--- config.mk ---
export PLATFORM = sky130hd
export DESIGN_NAME = dual_irq_ctrl
export DESIGN_NICKNAME = d
export VERILOG_FILES = /design/src/rtl/irqc_pkg.sv /design/src/rtl/irqc_decode.sv /design/src/rtl/irqc_mask.sv /design/src/rtl/irqc_level.sv /design/src/rtl/dual_irq_ctrl.sv
export SDC_FILE = /design/constraint.sdc
export NUM_CORES = 1
export LEC_CHECK = 0
export BUFFER_PORTS_ARGS = -buffer_cell sky130_fd_sc_hd__buf_2
export CELL_PAD_IN_SITES_DETAIL_PLACEMENT = 1
export CELL_PAD_IN_SITES_GLOBAL_PLACEMENT = 1
export CORE_ASPECT_RATIO = 0.75
export CORE_MARGIN = 2
export CORE_UTILIZATION = 36
export CTS_BUF_LIST = sky130_fd_sc_hd__clkbuf_8
export CTS_CLUSTER_SIZE = 30
export DETAILED_ROUTE_END_ITERATION = 7
export GPL_TIMING_DRIVEN = 1
export PLACE_DENSITY_LB_ADDON = 0.1
export SETUP_SLACK_MARGIN = 0.1
export SYNTH_ARGS = -nofsm -noshare
export SYNTH_HDL_FRONTEND = slang
export SYNTH_SLANG_ARGS = --single-unit
--- constraint.sdc ---
create_clock -name clk -period 1.8 [get_ports clk]
set_input_delay 0.18 -clock clk [delete_from_list [all_inputs] [get_ports clk]]
set_output_delay 0.18 -clock clk [all_outputs]
set_load 0.005 [all_outputs]
--- src/rtl/irqc_pkg.sv ---
package irqc_pkg;
  typedef enum logic [1:0] {
    SZ_BYTE = 2'b00,
    SZ_HALF = 2'b01,
    SZ_WORD = 2'b10,
    SZ_RSVD = 2'b11
  } acc_size_e;

  typedef enum logic [1:0] {
    RD_ZERO,
    RD_RAW,
    RD_STAT,
    RD_MASK
  } rd_kind_e;

  localparam int unsigned NUM_CH = 2;
  localparam int unsigned CH_FIQ = 0;
  localparam int unsigned CH_IRQ = 1;

  localparam int unsigned OFS_RAW  = 'h00;
  localparam int unsigned OFS_FSTA = 'h04;
  localparam int unsigned OFS_ISTA = 'h08;
  localparam int unsigned OFS_FSET = 'h0C;
  localparam int unsigned OFS_ISET = 'h10;
  localparam int unsigned OFS_FCLR = 'h14;
  localparam int unsigned OFS_ICLR = 'h18;
endpackage

--- src/rtl/irqc_decode.sv ---
module irqc_decode
  import irqc_pkg::*;
#(
  parameter int unsigned ADDR_W = 8
) (
  input  logic [ADDR_W-1:0] addr_i,
  input  logic [1:0]        size_i,
  input  logic              wr_i,
  output logic [NUM_CH-1:0] set_stb_o,
  output logic [NUM_CH-1:0] clr_stb_o,
  output rd_kind_e          rd_kind_o,
  output logic              rd_ch_o
);
  logic word_acc;
  assign word_acc = (size_i == SZ_WORD);

  always_comb begin
    set_stb_o = '0;
    clr_stb_o = '0;
    rd_kind_o = RD_ZERO;
    rd_ch_o   = 1'b0;
    if (word_acc) begin
      case (addr_i)
        ADDR_W'(OFS_RAW):  rd_kind_o = RD_RAW;
        ADDR_W'(OFS_FSTA): begin rd_kind_o = RD_STAT; rd_ch_o = 1'(CH_FIQ); end
        ADDR_W'(OFS_ISTA): begin rd_kind_o = RD_STAT; rd_ch_o = 1'(CH_IRQ); end
        ADDR_W'(OFS_FSET): begin
          rd_kind_o = RD_MASK; rd_ch_o = 1'(CH_FIQ); set_stb_o[CH_FIQ] = wr_i;
        end
        ADDR_W'(OFS_ISET): begin
          rd_kind_o = RD_MASK; rd_ch_o = 1'(CH_IRQ); set_stb_o[CH_IRQ] = wr_i;
        end
        ADDR_W'(OFS_FCLR): clr_stb_o[CH_FIQ] = wr_i;
        ADDR_W'(OFS_ICLR): clr_stb_o[CH_IRQ] = wr_i;
        default: ;
      endcase
    end
  end
endmodule

--- src/rtl/irqc_mask.sv ---
module irqc_mask #(
  parameter int unsigned W = 32
) (
  input  logic         clk,
  input  logic         rst_n,
  input  logic         set_i,
  input  logic         clr_i,
  input  logic [W-1:0] data_i,
  output logic [W-1:0] mask_o
);
  always_ff @(posedge clk) begin
    if (!rst_n)     mask_o <= '0;
    else if (set_i) mask_o <= mask_o | data_i;
    else if (clr_i) mask_o <= mask_o & ~data_i;
  end
endmodule

--- src/rtl/irqc_level.sv ---
module irqc_level #(
  parameter int unsigned W = 32
) (
  input  logic         clk,
  input  logic         rst_n,
  input  logic [W-1:0] stat_i,
  output logic         lvl_o
);
  always_ff @(posedge clk) begin
    if (!rst_n) lvl_o <= 1'b0;
    else        lvl_o <= |stat_i;
  end
endmodule

--- src/rtl/dual_irq_ctrl.sv ---
module dual_irq_ctrl
  import irqc_pkg::*;
#(
  parameter int unsigned NUM_SRC = 32,
  parameter int unsigned ADDR_W  = 8
) (
  input  logic               clk,
  input  logic               rst_n,
  input  logic [NUM_SRC-1:0] req_i,
  input  logic [ADDR_W-1:0]  acc_addr,
  input  logic [1:0]         acc_size,
  input  logic               acc_wr,
  input  logic [NUM_SRC-1:0] wr_data,
  output logic [NUM_SRC-1:0] rd_data,
  output logic               fiq_o,
  output logic               irq_o
);
  logic [NUM_CH-1:0]              set_stb;
  logic [NUM_CH-1:0]              clr_stb;
  rd_kind_e                       rd_kind;
  logic                           rd_ch;
  logic [NUM_CH-1:0][NUM_SRC-1:0] mask;
  logic [NUM_CH-1:0][NUM_SRC-1:0] stat;
  logic [NUM_CH-1:0]              lvl;

  irqc_decode #(.ADDR_W(ADDR_W)) u_dec (
    .addr_i(acc_addr), .size_i(acc_size), .wr_i(acc_wr),
    .set_stb_o(set_stb), .clr_stb_o(clr_stb),
    .rd_kind_o(rd_kind), .rd_ch_o(rd_ch)
  );

  for (genvar ch = 0; ch < NUM_CH; ch++) begin : g_ch
    irqc_mask #(.W(NUM_SRC)) u_mask (
      .clk(clk), .rst_n(rst_n),
      .set_i(set_stb[ch]), .clr_i(clr_stb[ch]),
      .data_i(wr_data), .mask_o(mask[ch])
    );
    assign stat[ch] = req_i & mask[ch];
    irqc_level #(.W(NUM_SRC)) u_lvl (
      .clk(clk), .rst_n(rst_n), .stat_i(stat[ch]), .lvl_o(lvl[ch])
    );
  end

  assign fiq_o = lvl[CH_FIQ];
  assign irq_o = lvl[CH_IRQ];

  always_comb begin
    case (rd_kind)
      RD_RAW:  rd_data = req_i;
      RD_STAT: rd_data = stat[rd_ch];
      RD_MASK: rd_data = mask[rd_ch];
      default: rd_data = '0;
    endcase
  end
endmodule

# After elaboration in Yosys (flattened, before gate mapping)
# Index checks and enable logic that the tools add are counted.
dict set report totals {
  regBits 66
  in_bits 77
  out_inout_bits 34
  elab_cells 49
}
dict set report classes {
  magnitude_cmp 1
  eq_ne 10
  muxes 19
  bitwise_logic 7
  n_reduce_logical 8
}
# op n
set ops {}
lappend ops {{$mux 32} 8}
lappend ops {{$and 32x32->32} 4}
lappend ops {{$pmux 32 s3} 1}
lappend ops {{$or 32x32->32} 2}
lappend ops {{$reduce_or 32->1} 2}
lappend ops {{$not 32->32} 1}
lappend ops {{$eq 8x5->1 const B} 3}
lappend ops {{$eq 8x4->1 const B} 2}
lappend ops {{$eq 8x3->1 const B} 1}
lappend ops {{$logic_not 8->1} 1}
lappend ops {{$eq 2x2->1 const B} 3}
lappend ops {{$mux 1} 6}
lappend ops {{$mux 2} 3}
lappend ops {{$pmux 2 s3} 1}
lappend ops {{$reduce_or 2->1} 3}
lappend ops {{$reduce_bool 2->1} 2}
lappend ops {{$eq 2x1->1 const B} 1}
lappend ops {{$lt 1x2->1 const B} 1}

# Logic depth before layout (Yosys ltp)
dict set report logic_depth {
  depth_word 7
  ltp_mapped 7
  ltp_nobuf 4
}

# Cells and area by module
# Synthesis repeated with hierarchy kept, for this count alone.
dict set report unflattened {
  hier_cells 540
  hier_area_um2 4635.7
}
# module instances cells_per_inst area_per_inst_um2 seq_area_each_um2
set modules_own_cells {}
lappend modules_own_cells {irqc_mask 2 141 1346.3 640.6}
lappend modules_own_cells {dual_irq_ctrl 1 214 1619.1 0.0}
lappend modules_own_cells {irqc_level 2 12 96.3 20.0}
lappend modules_own_cells {irqc_decode 1 20 131.4 0.0}

# Worst setup path before layout
# OpenSTA, ideal clock, no wires.
dict set report synth_timing {
  path_kind {input to output}
  startpoint {in acc_addr[2]}
  endpoint {out rd_data[12]}
  t_arrival_ps 1536
  required_time_ps 1620
  slack_ps 84
  path_stages 6
  n_path_buf 2
  path_cell_list {buf_2 > nor4bb_1 > buf_2 > a22o_1 > o21ai_0 > a21oi_1}
}
dict set report synth_between {
  elab_chain_len 7
  elab_cells_between_ends 20
  cone_classes {eq/ne: 7; mux: 9; reduce/logical: 4}
}
# item line_no
set synth_lines {}
lappend synth_lines {{start, declared} dual_irq_ctrl.sv:10} ;# input logic [ADDR_W-1:0] acc_addr,
lappend synth_lines {{$eq 8x4->1 / $eq 8x5->1 (equally long branches)} irqc_decode.sv:23} ;# case (addr_i)
lappend synth_lines {{$reduce_or 2->1 (no source line)} --}
lappend synth_lines {{$mux 1} irqc_decode.sv:23}
lappend synth_lines {{$mux 1} irqc_decode.sv:22} ;# if (word_acc) begin
lappend synth_lines {{$mux 32, on equally long branches (2 in series)} {dual_irq_ctrl.sv:51, dual_irq_ctrl.sv:50}}
lappend synth_lines {{$pmux 32 s3 (*)} dual_irq_ctrl.sv:48} ;# case (rd_kind)
lappend synth_lines {{end, declared} dual_irq_ctrl.sv:14} ;# output logic [NUM_SRC-1:0] rd_data,
# Every way passes the cells marked *; elsewhere a longest branch is shown, timed or not. The select of a mux whose other input is x is not followed.

# Final worst setup path
dict set report layout_timing {
  startpoint {in acc_size[0]}
  endpoint {out rd_data[22]}
}
dict set report layout_between {
  elab_chain_len 5
  elab_cells_between_ends 11
  cone_classes {eq/ne: 4; mux: 7}
}
# item line_no
set layout_lines {}
lappend layout_lines {{start, declared} dual_irq_ctrl.sv:11} ;# input logic [1:0] acc_size,
lappend layout_lines {{$eq 2x2->1 (*)} irqc_decode.sv:15} ;# assign word_acc = (size_i == SZ_WORD);
lappend layout_lines {{$mux 1} irqc_decode.sv:22}
lappend layout_lines {{$mux 32, on equally long branches (2 in series)} {dual_irq_ctrl.sv:51, dual_irq_ctrl.sv:50}}
lappend layout_lines {{$pmux 32 s3 (*)} dual_irq_ctrl.sv:48}
# Marked as above.

==> out/metrics.yaml <==
setup_violations: 3
violations: "negative setup slack"
hold_viol: 0
postLayoutCellArea_um2: 6850
clk_pin_slew_worst_paths_ns: 0.07
port_buffers: 110
vias: 6109
track_usage_pct: 32.9
fmaxAchievable_mhz: 547
ant_nets: 0
relSlewSlack_pct: 69.7
path_buf_inv: 3
viasPerCell: 6.53
nets: 843
vdd_ir_drop_max_v: 0.000374
setup_tns_ns: -0.0517
cpMaxStageDelayCell: "or3b_4"
cts_hold_buffers: 0
initial_core_util_pct: 37.2
diodes: 0
layout.cells.most_common: "nand2_1"
drt-initial-drc-count: 599
synthArstFlopShare_pct: 0
syn_nets: 704
core-area_um2: 12400
fin_hold_ws_ns: 0.0782
required_ns: 1.62
slowest_delay_ns: 0.50
dp_hpwl_mm: 15.7
cellPowerDensity_nw_per_um2: 529
cp-end-kind: "output port"
num_rows: 35
dieWidth_um: 135
ys_warn_count: 0
regToRegSetupSlack_ns: 0.23
worstHoldStart: "wr_data[27]"
final_cells: 935
critPathArrivalTime_ns: 1.65
clock_skew_ns: 0.00843
mappedNetlistArea_um2: 4610
crit_type: "primary input to output port"
slew_viol_final: 0
place.gp.congestion: 0.900
r2r_end: "g_ch[0].u_lvl.lvl_o"
ys_ff_latch: 66
fin_crit_ns: 1.83
cts_tree: "built"
pre_cts_ws_ns: -0.139
path_cells: "buf_8, or3b_4, nor2_2, buf_4, o21ai_1, a21oi_1, buf_2"
first_pass_iters: 5
rsz0062_at_grt: "true"
grt_pass1_wl_mm: 34.0
cp_top_family: "simple AND/OR/NAND/NOR gates"
min-delay-path-class: "primary input to flip-flop"
clock_sinks: 66
post-route-period-util_pct: 102
cts_root_buffer: "clkbuf_8"
drc: 0
dpl.cell_count: 895
critPathLaunchType: "primary input"
synthCells: 627
insertion_delay_ns: 0.36
cts_max_level: 3
reg2reg_depth: 3
cts_made_buffers: 9
setup_ws_ns: -0.0295
synth_seq_area_share_pct: 28.7
cts_buffer_depth: 2
synthDistinctLibCells: 39
grt_start_max_net_pins: 33
layout_common_cells: "nand2_1 (127), buf_2 (104), dfxtp_1 (56)"
hold_depth: 2
maxCapViolCount: 0
pin_count: 111
drive_above_1_share_pct: 39.0
area_growth_pct: 48.7
leakage_nw: 2.56
avgSynthCellArea_um2: 7.35
grt_pass1_vias: 5897
dieArea_um2: 13700
crit_fanout: 9
die_y_um: 102
placed_area_um2: 5700
yosys_most_used_dff: "dfxtp_1"
worst_slew_pin_slew_ns: 0.449
gr-total-overflow: 0
wl_per_cell_um: 25.7
synth-edff-count: 0
status: "complete, but fails checks"
routed_wl_mm: 24.0
fill_cells: 1498
cp.depth: 7
antenna_found_initial: 0
==> kinds of logic (layout without fill, tap and decap cells) <==
group,Yosys count,count (layout),synth area share [%]
simple gates,246,247,28.7
xor+xnor,1,1,0.190
flops,66,66,28.7
compound gates,246,246,36.0
buf+inv,68,209,6.38
==> worst register-to-register path, delay by kind of cell, from the launching register on <==
family | cells | cell delay, ns
AOI/OAI and AO/OA | 2 | 0.88
and+or+nand+nor | 1 | 0.25
DFF | 1 | 0.34
==> where the power goes <==
group,switching (mW),internal (mW)
registers,0.000388,1.46
logic,0.404,0.289
clock network,0.593,0.879
total,0.998,2.63
==> stage by stage <==
step | utilization, % | power, mW
4_1_cts | 50.9 | 3.53
5_1_grt | 55.3 | 3.72
6_report | 55.3 | 3.63
2_1_floorplan | - | 1.68
3_3_place_gp | 46.0 | 1.99
3_5_place_dp | 46.0 | 2.01
==> cells in the mapped netlist (2+ instances only) <==
cell,n,share of area (%)
nor3_1,34,3.7
a31o_1,30,5.7
a22o_1,11,2.1
o21ai_0,44,4.8
o22ai_1,8,1.1
nand4_1,8,1.1
buf_2,7,0.76
o311ai_0,2,0.38
o41a_1,2,0.49
nor2_1,4,0.33
inv_1,3,0.24
or3_1,2,0.27
clkbuf_1,53,4.3
a21oi_1,52,5.6
nand2_1,128,10
a22oi_1,32,5.2
and2_1,21,2.8
dfxtp_1,66,29
a31oi_1,31,4.2
buf_6,4,0.98
nor2b_1,2,0.27
o2bb2ai_1,32,6.1
nand3_1,3,0.33
nor4bb_1,33,7.2
==> routing by layer <==
layer | GRT usage, % | routed length (um)
met1 | 45.6 | 10300
met2 | 52.4 | 10900
met3 | 5.11 | 2220
met4 | 11.4 | 647
met5 | 0 | 0
==> final cells by class <==
cell class                      instances  area [um2]  area share [%]
Multi-Input combinational cell        494        3500            51.1
Timing Repair Buffer                  192        1580            23.0
Sequential cell                        66        1330            19.5
Tap cell                              166         208            3.03
Clock buffer                           12         165            2.41
Clock inverter                          2        60.1           0.876
Inverter                                3        11.3           0.164
==> how the worst max path moves through the flow <==
stage / from / to / slack, ns
after floorplan: acc_addr[7] / flip-flop / 0.12
final: acc_size[0] / rd_data[22] / -0.03
after detailed placement: acc_addr[7] / flip-flop / -0.14
after global placement: acc_addr[7] / rd_data[7] / -0.11
after global routing: flip-flop / rd_data[25] / -0.09
after CTS: acc_addr[4] / rd_data[16] / 0.04
==> what timing repair did <==
action	in CTS	in global routing
cloned	5	6
hold endpoints to repair	0	0
resized for setup	56	99
pin swaps	37	39
buffers inserted	4	12
setup endpoints to repair	32	32
Power figures use the tool's default switching activity.
